<file path="config.mk">
export PLATFORM = sky130hd
export DESIGN_NAME = shift_add_unit
export DESIGN_NICKNAME = d
export VERILOG_FILES = /design/src/rtl/shift_add_pkg.sv /design/src/rtl/shift_add_decode.sv /design/src/rtl/shift_add_shifter.sv /design/src/rtl/shift_add_adder.sv /design/src/rtl/shift_add_unit.sv
export SDC_FILE = /design/constraint.sdc
export NUM_CORES = 1
export LEC_CHECK = 0
export CORE_MARGIN = 4
export CORE_UTILIZATION = 52
export CTS_CLUSTER_SIZE = 10
export DETAILED_ROUTE_END_ITERATION = 12
export PLACE_DENSITY = 0.83
export SYNTH_ARGS = -nofsm -noshare
export SYNTH_HDL_FRONTEND = slang
export SYNTH_HIERARCHICAL = 1
export SYNTH_SLANG_ARGS = --single-unit
</file>
<file path="constraint.sdc">
create_clock -name clk_i -period 14.5 [get_ports clk_i]
set_input_delay 4.35 -clock clk_i [delete_from_list [all_inputs] [get_ports clk_i]]
set_output_delay 4.35 -clock clk_i [all_outputs]
set_load 0.005 [all_outputs]
</file>
<file path="src/rtl/shift_add_pkg.sv">
package shift_add_pkg;
  typedef enum logic [1:0] {
    KIND_LSL = 2'b00,
    KIND_LSR = 2'b01,
    KIND_ASR = 2'b10,
    KIND_ROR = 2'b11
  } shift_kind_e;

  typedef enum logic [2:0] {
    OP_LSL,
    OP_LSR,
    OP_ASR,
    OP_ROR,
    OP_RRX
  } shift_op_e;
endpackage

</file>
<file path="src/rtl/shift_add_decode.sv">
module shift_add_decode
  import shift_add_pkg::*;
#(
  parameter int unsigned DATA_W = 32,
  localparam int unsigned IMM_W = $clog2(DATA_W),
  localparam int unsigned AMT_W = IMM_W + 1
) (
  input  logic [1:0]       kind_i,
  input  logic [IMM_W-1:0] imm_i,
  output shift_op_e        op_o,
  output logic [AMT_W-1:0] amt_o
);
  logic imm_zero;
  assign imm_zero = (imm_i == '0);

  always_comb begin
    op_o  = OP_LSL;
    amt_o = AMT_W'(imm_i);
    unique case (shift_kind_e'(kind_i))
      KIND_LSL: op_o = OP_LSL;
      KIND_LSR: begin
        op_o = OP_LSR;
        if (imm_zero) amt_o = AMT_W'(DATA_W);
      end
      KIND_ASR: begin
        op_o = OP_ASR;
        if (imm_zero) amt_o = AMT_W'(DATA_W);
      end
      KIND_ROR: begin
        op_o = imm_zero ? OP_RRX : OP_ROR;
        if (imm_zero) amt_o = AMT_W'(1);
      end
      default: op_o = OP_LSL;
    endcase
  end
endmodule

</file>
<file path="src/rtl/shift_add_shifter.sv">
module shift_add_shifter
  import shift_add_pkg::*;
#(
  parameter int unsigned DATA_W = 32,
  localparam int unsigned AMT_W = $clog2(DATA_W) + 1
) (
  input  logic [DATA_W-1:0] b_i,
  input  shift_op_e         op_i,
  input  logic [AMT_W-1:0]  amt_i,
  input  logic              carry_i,
  output logic [DATA_W-1:0] sh_o
);
  logic [AMT_W-1:0] inv_amt;
  assign inv_amt = AMT_W'(DATA_W) - amt_i;

  // shifted-out bits are dropped; carry comes from the adder only
  always_comb begin
    unique case (op_i)
      OP_LSL:  sh_o = b_i << amt_i;
      OP_LSR:  sh_o = b_i >> amt_i;
      OP_ASR:  sh_o = DATA_W'($signed(b_i) >>> amt_i);
      OP_ROR:  sh_o = (b_i >> amt_i) | (b_i << inv_amt);
      OP_RRX:  sh_o = {carry_i, b_i[DATA_W-1:1]};
      default: sh_o = b_i;
    endcase
  end
endmodule

</file>
<file path="src/rtl/shift_add_adder.sv">
module shift_add_adder #(
  parameter int unsigned DATA_W = 32
) (
  input  logic [DATA_W-1:0] a_i,
  input  logic [DATA_W-1:0] b_i,
  output logic [DATA_W-1:0] sum_o,
  output logic [3:0]        nzcv_o
);
  logic cout;
  assign {cout, sum_o} = {1'b0, a_i} + {1'b0, b_i};

  assign nzcv_o = {sum_o[DATA_W-1],
                   sum_o == '0,
                   cout,
                   (a_i[DATA_W-1] == b_i[DATA_W-1]) && (sum_o[DATA_W-1] != a_i[DATA_W-1])};
endmodule

</file>
<file path="src/rtl/shift_add_unit.sv">
module shift_add_unit
  import shift_add_pkg::*;
#(
  parameter int unsigned DATA_W   = 32,
  parameter int unsigned IDX_W    = 4,
  parameter int unsigned LINK_IDX = 15,
  localparam int unsigned IMM_W = $clog2(DATA_W),
  localparam int unsigned AMT_W = IMM_W + 1
) (
  input  logic              clk_i,
  input  logic              rst_ni,
  input  logic [DATA_W-1:0] op_a_i,
  input  logic [DATA_W-1:0] op_b_i,
  input  logic [1:0]        shift_kind_i,
  input  logic [IMM_W-1:0]  shift_imm_i,
  input  logic              set_flags_i,
  input  logic [IDX_W-1:0]  dest_idx_i,
  input  logic              carry_i,
  output logic [DATA_W-1:0] result_o,
  output logic [3:0]        nzcv_o,
  output logic [3:0]        flags_o,
  output logic [DATA_W-1:0] target_o,
  output logic              target_valid_o
);
  shift_op_e         sh_op;
  logic [AMT_W-1:0]  sh_amt;
  logic [DATA_W-1:0] sh_val;
  logic              is_link;
  logic              flags_we;

  shift_add_decode #(.DATA_W(DATA_W)) u_decode (
    .kind_i (shift_kind_i),
    .imm_i  (shift_imm_i),
    .op_o   (sh_op),
    .amt_o  (sh_amt)
  );

  shift_add_shifter #(.DATA_W(DATA_W)) u_shifter (
    .b_i     (op_b_i),
    .op_i    (sh_op),
    .amt_i   (sh_amt),
    .carry_i (carry_i),
    .sh_o    (sh_val)
  );

  shift_add_adder #(.DATA_W(DATA_W)) u_adder (
    .a_i    (op_a_i),
    .b_i    (sh_val),
    .sum_o  (result_o),
    .nzcv_o (nzcv_o)
  );

  assign is_link        = (dest_idx_i == IDX_W'(LINK_IDX));
  assign flags_we       = set_flags_i && !is_link;
  assign target_o       = result_o;
  assign target_valid_o = is_link;

  always_ff @(posedge clk_i or negedge rst_ni) begin
    if (!rst_ni)       flags_o <= '0;
    else if (flags_we) flags_o <= nzcv_o;
  end
endmodule

</file>
==> results of run 1 <==
==> per-stage QoR <==
step           area, sq um  instances  util (%)
2_1_floorplan         9440       1181         -
3_3_place_gp         14000       1871      80.3
3_5_place_dp         14000       1871      80.3
4_1_cts              14600       1901      84.1
==> what timing repair did <==
| action | in CTS |
|---|---|
| setup buffers | 25 |
| endpoints found under the setup margin | 32 |
| resized for setup | 133 |
| pin swaps | 45 |
| gates cloned | 2 |
==> layer usage <==
metal  global-route usage (%)  GRT overflow
met1                     60.3             0
met4                     59.5             4
met3                     51.5             0
met2                     79.4             7
met5                     32.6             0
==> cells in the mapped netlist, drive strengths merged (10+ instances only) <==
| master | count |
|---|---|
| ha | 36 |
| a21o | 15 |
| buf | 80 |
| o211ai | 13 |
| mux2i | 88 |
| xor2 | 14 |
| o221ai | 11 |
| a211oi | 15 |
| inv | 18 |
| mux4 | 90 |
| nand2 | 104 |
| xnor2 | 19 |
| a21oi | 67 |
| nor2 | 137 |
| nor2b | 14 |
| nand3 | 30 |
| nor3 | 31 |
| o32ai | 10 |
| a31oi | 21 |
| o22ai | 22 |
| nand2b | 13 |
| nor4 | 10 |
| a221oi | 16 |
| mux2 | 17 |
| clkbuf | 71 |
| o21ai | 68 |
==> logic make-up after synthesis <==
group,Yosys count,share of synthesized area (%)
buf+inv,169,10.1
flops,4,1.07
mux,195,34.3
fa+ha+maj,37,5.05
simple gates,401,20.8
compound gates,342,25.5
xor+xnor,33,3.18
==> qor_table.md, run 1 <==
| Step | Quantity | Value |
|---|---|---|
| run status | Result of the run | aborted with a tool error |
| run status | Stage at which the run stopped | global routing |
| run status | Stop Error | [ERROR GRT-0116] Global routing finished with congestion. Check the congestion regions in the DRC Viewer. |
| global routing | Total routing usage reported by global routing | 63.0% |
| clock tree | TritonCTS Sinks | 4 |
| synthesis | Ys async rst share | 100% |
| clock tree | Cell at the root of the clock tree | sky130_fd_sc_hd__clkbuf_16 |
| synthesis | Most frequently used flop master after synthesis | sky130_fd_sc_hd__dfrtp_1 |
| synthesis | Number of instances in the synthesized netlist | 1,181 |
| placement | Post-DP HPWL | 40,000 microns |
| floorplan | Placement Rows | 48 |
| clock tree | Number of H-tree levels | 1 |
| synthesis | Post-synthesis sequential element count | 4 |
| floorplan | Initial core utilization | 53.5% |
| placement | Pre-CTS WS | -1.58 ns |
| global routing | Pin count of the biggest net entering global routing | 24 |
| synthesis | Area of the mapped netlist | 9320 sq um |
| floorplan | Number of top-level design ports | 152 |
| synthesis | Count of distinct cell types in the synthesized netlist | 91 |
| global routing | Global route overflow | 11 |
| global routing | Global-route wire length before repair | 96,800 microns |
| floorplan | Height of the chip | 142 microns |
| synthesis | Top cell type's share of synthesized area | 17.4% |
| synthesis | Cells taking the most area after synthesis | sky130_fd_sc_hd__mux4_2 17%, sky130_fd_sc_hd__mux2i_1 9.3%, sky130_fd_sc_hd__nor2_1 5.4%, sky130_fd_sc_hd__mux4_1 5.1%, sky130_fd_sc_hd__ha_1 4.8% |
| floorplan | Width of the chip | 142 microns |
| synthesis | Number of warnings reported in the yosys synthesis log | 6 |
| global routing | Number of global-route vias before repair | 16.4k |
| placement | Last weighted congestion value of the routability-driven placer | 1.42 |
| clock tree | Clock buffers created by TritonCTS | 3 |
| placement | Port Buf Inserts | 151 |
| synthesis | Cell type contributing the most total cell area after synthesis | sky130_fd_sc_hd__mux4_2 |
| clock tree | Hold-fix buffers, CTS | 0 |
| synthesis | Syn nets | 1,297 |
| synthesis | Number of flops mapped to enable cells by yosys | 0 |
| clock tree | Bufs on Longest Clock Path | 2 |
| synthesis | Mean instance size in the synthesized netlist | 7.89 sq um |
| synthesis | Share of synthesized area occupied by flip-flops and latches | 1.07% |
==> run 2, diff against run 1 <==
- CORE_UTILIZATION: 52 -> 40
- CTS_CLUSTER_SIZE: 10 -> not set
- PLACE_DENSITY: 0.83 -> not set
- PLACE_DENSITY_LB_ADDON: not set -> 0.15
- clock period: 14.5 -> 18.9 ns (I/O delays scaled with it)
==> qor_table.md, run 2 <==
| Step | Quantity | Value | vs previous |
|---|---|---|---|
| run status | Result of the run | finished, final reports clean |  |
| drt | Avg Vias per Cell | 7.00 |  |
| clock tree | Clock buffers created by TritonCTS | 3 | unchanged |
| cells and area | Most frequent cells in the layout | 203 x sky130_fd_sc_hd__buf_4, 149 x sky130_fd_sc_hd__clkdlybuf4s50_1, 135 x sky130_fd_sc_hd__nor2_1 |  |
| synthesis | XOR/XNOR share of the synthesized area | 3.18% | unchanged |
| cells and area | Cell area after layout | 12,500 sq um |  |
| cells and area | Share of cells above drive strength 1 | 27.4% |  |
| sta | Period minus WS final | 18.42 ns |  |
| synthesis | Ys async rst share | 100% | unchanged |
| placement | Port Buf Inserts | 151 | unchanged |
| power | Leakage power | 4.99 nW |  |
| cells and area | Final-layout fill cell count | 2,188 |  |
| synthesis | Most frequently used flop master after synthesis | sky130_fd_sc_hd__dfrtp_1 |  |
| synthesis | Post-synthesis sequential element count | 4 | unchanged |
| worst hold path | Type of the most critical hold path | reg2reg |  |
| cells and area | Area of combinational cells with multiple inputs | 8550 sq um |  |
| clock tree | Bufs on Longest Clock Path | 2 | unchanged |
| floorplan | Placement Rows | 55 | +15% |
| synthesis | Post-synthesis share of cell area spent on full adders, half adders and majority gates | 5.05% | unchanged |
| cells and area | Commonest non-fill, non-tap cell in the layout | sky130_fd_sc_hd__buf_4 |  |
| clock tree | Register clock-pin slew on the reported worst setup and hold paths | 0.03 ns |  |
| placement | Placed cell area | 12,000 sq um | -14% |
| floorplan | Initial core utilization | 40.9% | -13 points |
| global routing | Number of global-route vias before repair | 11.1k |  |
| drt | Total wire length after detailed routing | 54,000 microns |  |
| sta | Final setup violation count | 0 |  |
| worst setup path | Worst Path Arrival | 12.75 ns |  |
| worst setup path | CP Buf/Inv Count | 5 |  |
| power | Relative contribution of the clock network to total power | 3.3% |  |
| floorplan | Overall die area | 25,800 sq um |  |
| clock tree | Cell at the root of the clock tree | sky130_fd_sc_hd__clkbuf_16 |  |
| sta | Period utilisation layout | 97.4% |  |
| synthesis | Mean instance size in the synthesized netlist | 7.89 sq um | unchanged |
| global routing | Global-route wire length before repair | 76,200 microns |  |
| floorplan | Number of top-level design ports | 152 | unchanged |
| worst setup path | Cell at the slowest stage of the critical path | sky130_fd_sc_hd__mux4_1 |  |
| synthesis | Simple-gate share of the synthesized area | 20.8% | unchanged |
| floorplan | Width of the chip | 161 microns | +13% |
| power | Largest voltage drop on the vdd net | 0.0000569 V |  |
| placement | Post-DP HPWL | 42,000 microns | +4.9% |
| worst setup path | Biggest cell delay along the critical path | 0.73 ns |  |
| sta | Unrepaired setup endpoints after global routing | no |  |
| sta | Remaining max-slew budget at the tightest pin | 31.9% |  |
| cells and area | Max FFs per register | 4 |  |
| drt | Routed Antenna Nets | 0 |  |
| power | Switching power total | 0.489 mW |  |
| worst setup path | Critical path start-end classification | in2out |  |
| synthesis | Area of the mapped netlist | 9320 sq um | unchanged |
| worst setup path | Required time of the critical path | 13.23 ns |  |
| power | Switching share of power | 49.0% |  |
| clock tree | Hold-fix buffers, CTS | 0 | unchanged |
| sta | Max-slew violation total from the final report | 0 |  |
| drt | First drt pass iteration count | 6 |  |
| clock tree | Clock tree from TritonCTS | built |  |
| sta | Setup slack of the critical path after layout | 0.484 ns |  |
| worst setup path | Crit. path cell count | 23 |  |
| worst setup path | Series of cell instances along the critical path | clkdlybuf4s50_1, or4_4, o21ai_4, buf_12, clkbuf_8, mux4_1, mux2i_2, mux4_2, o21ai_1, a221oi_2, o21ai_2, ha_2, o211ai_1, buf_4, o211ai_4, a2111oi_4, o31ai_2, xor2_1, or4_1, or4_1, or4b_4, nor4b_4, dlymetal6s2s_1 |  |
| global routing | Antenna violations before repair | 1 |  |
| power | Portion of total power attributed to sequential cells | 1.3% |  |
| synthesis | Number of warnings reported in the yosys synthesis log | 6 | unchanged |
| clock tree | Later-pin clock latency in the skew report | 0.22 ns |  |
| power | Power per Cell Area | 79.5 nW/um^2 |  |
| worst setup path | Critical Path End Type | output pin |  |
| global routing | Total routing usage reported by global routing | 38.8% |  |
| worst setup path | Largest driver fanout on the critical path | 9 |  |
| worst hold path | Instance count along the most critical hold path | 1 |  |
| synthesis | Count of distinct cell types in the synthesized netlist | 91 | unchanged |
| synthesis | Most frequent cells after synthesis | 135 x sky130_fd_sc_hd__nor2_1, 104 x sky130_fd_sc_hd__nand2_1, 87 x sky130_fd_sc_hd__mux2i_1 |  |
| sta | Final count of hold timing violations | 0 |  |
| drt | Via count of the routed design | 12.0k |  |
| global routing | Global route overflow | 0 |  |
| clock tree | Number of H-tree levels | 1 | unchanged |
| drt | DRC violation total after the first TritonRoute iteration | 1,661 |  |
| sta | Worst slew pin tran | 1.02 ns |  |
| cells and area | Flip-flop and latch area | 100 sq um |  |
| worst setup path | Cell family with the largest share of critical-path delay | simple AND/OR/NAND/NOR gates |  |
| power | Comb pwr share | 95.5% |  |
| sta | Worst-case clock skew | 0 ns |  |
| flow run | Max-cap check violation count | 0 |  |
| synthesis | Mux share of post-synthesis cell area | 34.3% | unchanged |
| synthesis | Main combinational cell family by area after synthesis | multiplexers |  |
| cells and area | Top register by number of flip-flops | flags_o |  |
| drt | Remaining routing DRC violations | 0 |  |
| synthesis | Syn nets | 1,297 | unchanged |
| cells and area | Finished Core Util | 55.0% |  |
| drt | Routed len/inst | 31.4 microns |  |
| placement | Pre-CTS WS | -0.138 ns | +1.44 ns |
| floorplan | Core Box Area | 22,800 sq um |  |
| power | Int Pwr | 0.508 mW |  |
| worst setup path | R2r worst-path depth | 1 |  |
| synthesis | Most frequent cell after synthesis | sky130_fd_sc_hd__nor2_1 |  |
| synthesis | Share of synthesized area occupied by flip-flops and latches | 1.07% | unchanged |
| cells and area | Layout overhead on the synthesized area | 34.4% |  |
| synthesis | Number of instances in the synthesized netlist | 1,181 | unchanged |
| synthesis | Cells taking the most area after synthesis | sky130_fd_sc_hd__mux4_2 17%, sky130_fd_sc_hd__mux2i_1 9.3%, sky130_fd_sc_hd__nor2_1 5.4%, sky130_fd_sc_hd__mux4_1 5.1%, sky130_fd_sc_hd__ha_1 4.8% |  |
| synthesis | Top cell type's share of synthesized area | 17.4% | unchanged |
| synthesis | Number of flops mapped to enable cells by yosys | 0 | unchanged |
| cells and area | Net count, final | 1,519 |  |
| placement | Last weighted congestion value of the routability-driven placer | 1.12 | -21% |
| clock tree | TritonCTS Sinks | 4 | unchanged |
| sta | Max frequency | 0.0543 GHz |  |
| worst setup path | Critical path's most frequent cell | sky130_fd_sc_hd__or4_1 |  |
| cells and area | Post-layout instance count excluding filler cells | 1,716 |  |
| placement | Placed cells | 1,691 | -9.6% |
| global routing | Pin count of the biggest net entering global routing | 45 |  |
| worst setup path | Startpoint Class | input pin |  |
| synthesis | Cell type contributing the most total cell area after synthesis | sky130_fd_sc_hd__mux4_2 |  |
| cells and area | Regs by FF count | flags_o: 4 flops |  |
| floorplan | Height of the chip | 161 microns | +13% |
| synthesis | Fraction of the mapped netlist area in compound gates | 25.5% | unchanged |
## run 2: cell counts after synthesis
Identical to the previous run, type by type.
## run 2: cells by family after synthesis
| family | after synthesis |
|---|---|
| AND/OR/NAND/NOR | 401 |
| AO/OA/AOI/OAI | 342 |
| multiplexers | 195 |
| buffers and inverters | 169 |
| adder cells (fa/ha/maj) | 37 |
| XOR/XNOR | 33 |
| flip-flops | 4 |
## run 2: area by class of cell
type,instances,share of cell area (%)
flip-flops and latches,4,0.799
clock buffers,3,0.599
diodes,2,0.0399
repair buffers,368,26.7
multi-input cells,1008,68.2
inverters,18,0.539
well taps,313,3.13
## run 2: timing repair
action	4_1_cts	5_1_grt
endpoints found under the setup margin	1	1
buffers inserted	1	15
gates resized for setup	4	44
gates cloned	1	3
pin swaps	1	8
## run 2: worst paths after layout
kind	startpoint	end	slack, ns
min	flags_o[3]	flags_o[3]	0.50
max	shift_imm_i[1]	nzcv_o[2]	0.48
min reg2reg	flags_o[3]	flags_o[3]	0.50
max reg2reg	flags_o[0]	flags_o[0]	18.15
max in group asynchronous	rst_ni	flags_o[2]	13.08
min in group asynchronous	rst_ni	flags_o[3]	5.65
## run 2: layer usage
metal  up-vias  share of wire [%]  track usage [%]
met5         -                  0                0
met4         0                6.5             18.3
met1      5798                 40             54.7
met3       187                 12             7.49
li1       5043                  -                -
met2       981                 42             57.2
## run 2: power groups by stage
| stage | clock (mW) | sequential, mW | combinational [mW] |
|---|---|---|---|
| after floorplan | 0 | 0.0130 | 0.501 |
| after global placement | 0 | 0.0126 | 0.900 |
| after detailed placement | 0 | 0.0127 | 0.900 |
| after CTS | 0.0331 | 0.0127 | 0.908 |
| after global routing | 0.0334 | 0.0130 | 0.999 |
| final | 0.0327 | 0.0126 | 0.951 |
## run 2: per-stage QoR
step / hold slack [ns] / power (mW) / setup TNS (ns)
2_1_floorplan: 0.506 / 0.514 / 0
3_3_place_gp: 0.490 / 0.913 / -0.157
3_5_place_dp: 0.492 / 0.913 / -0.138
4_1_cts: 0.503 / 0.954 / 0
5_1_grt: 0.507 / 1.05 / 0
6_report: 0.503 / 0.997 / 0
Note: power is estimated with default switching activity, not from simulation.
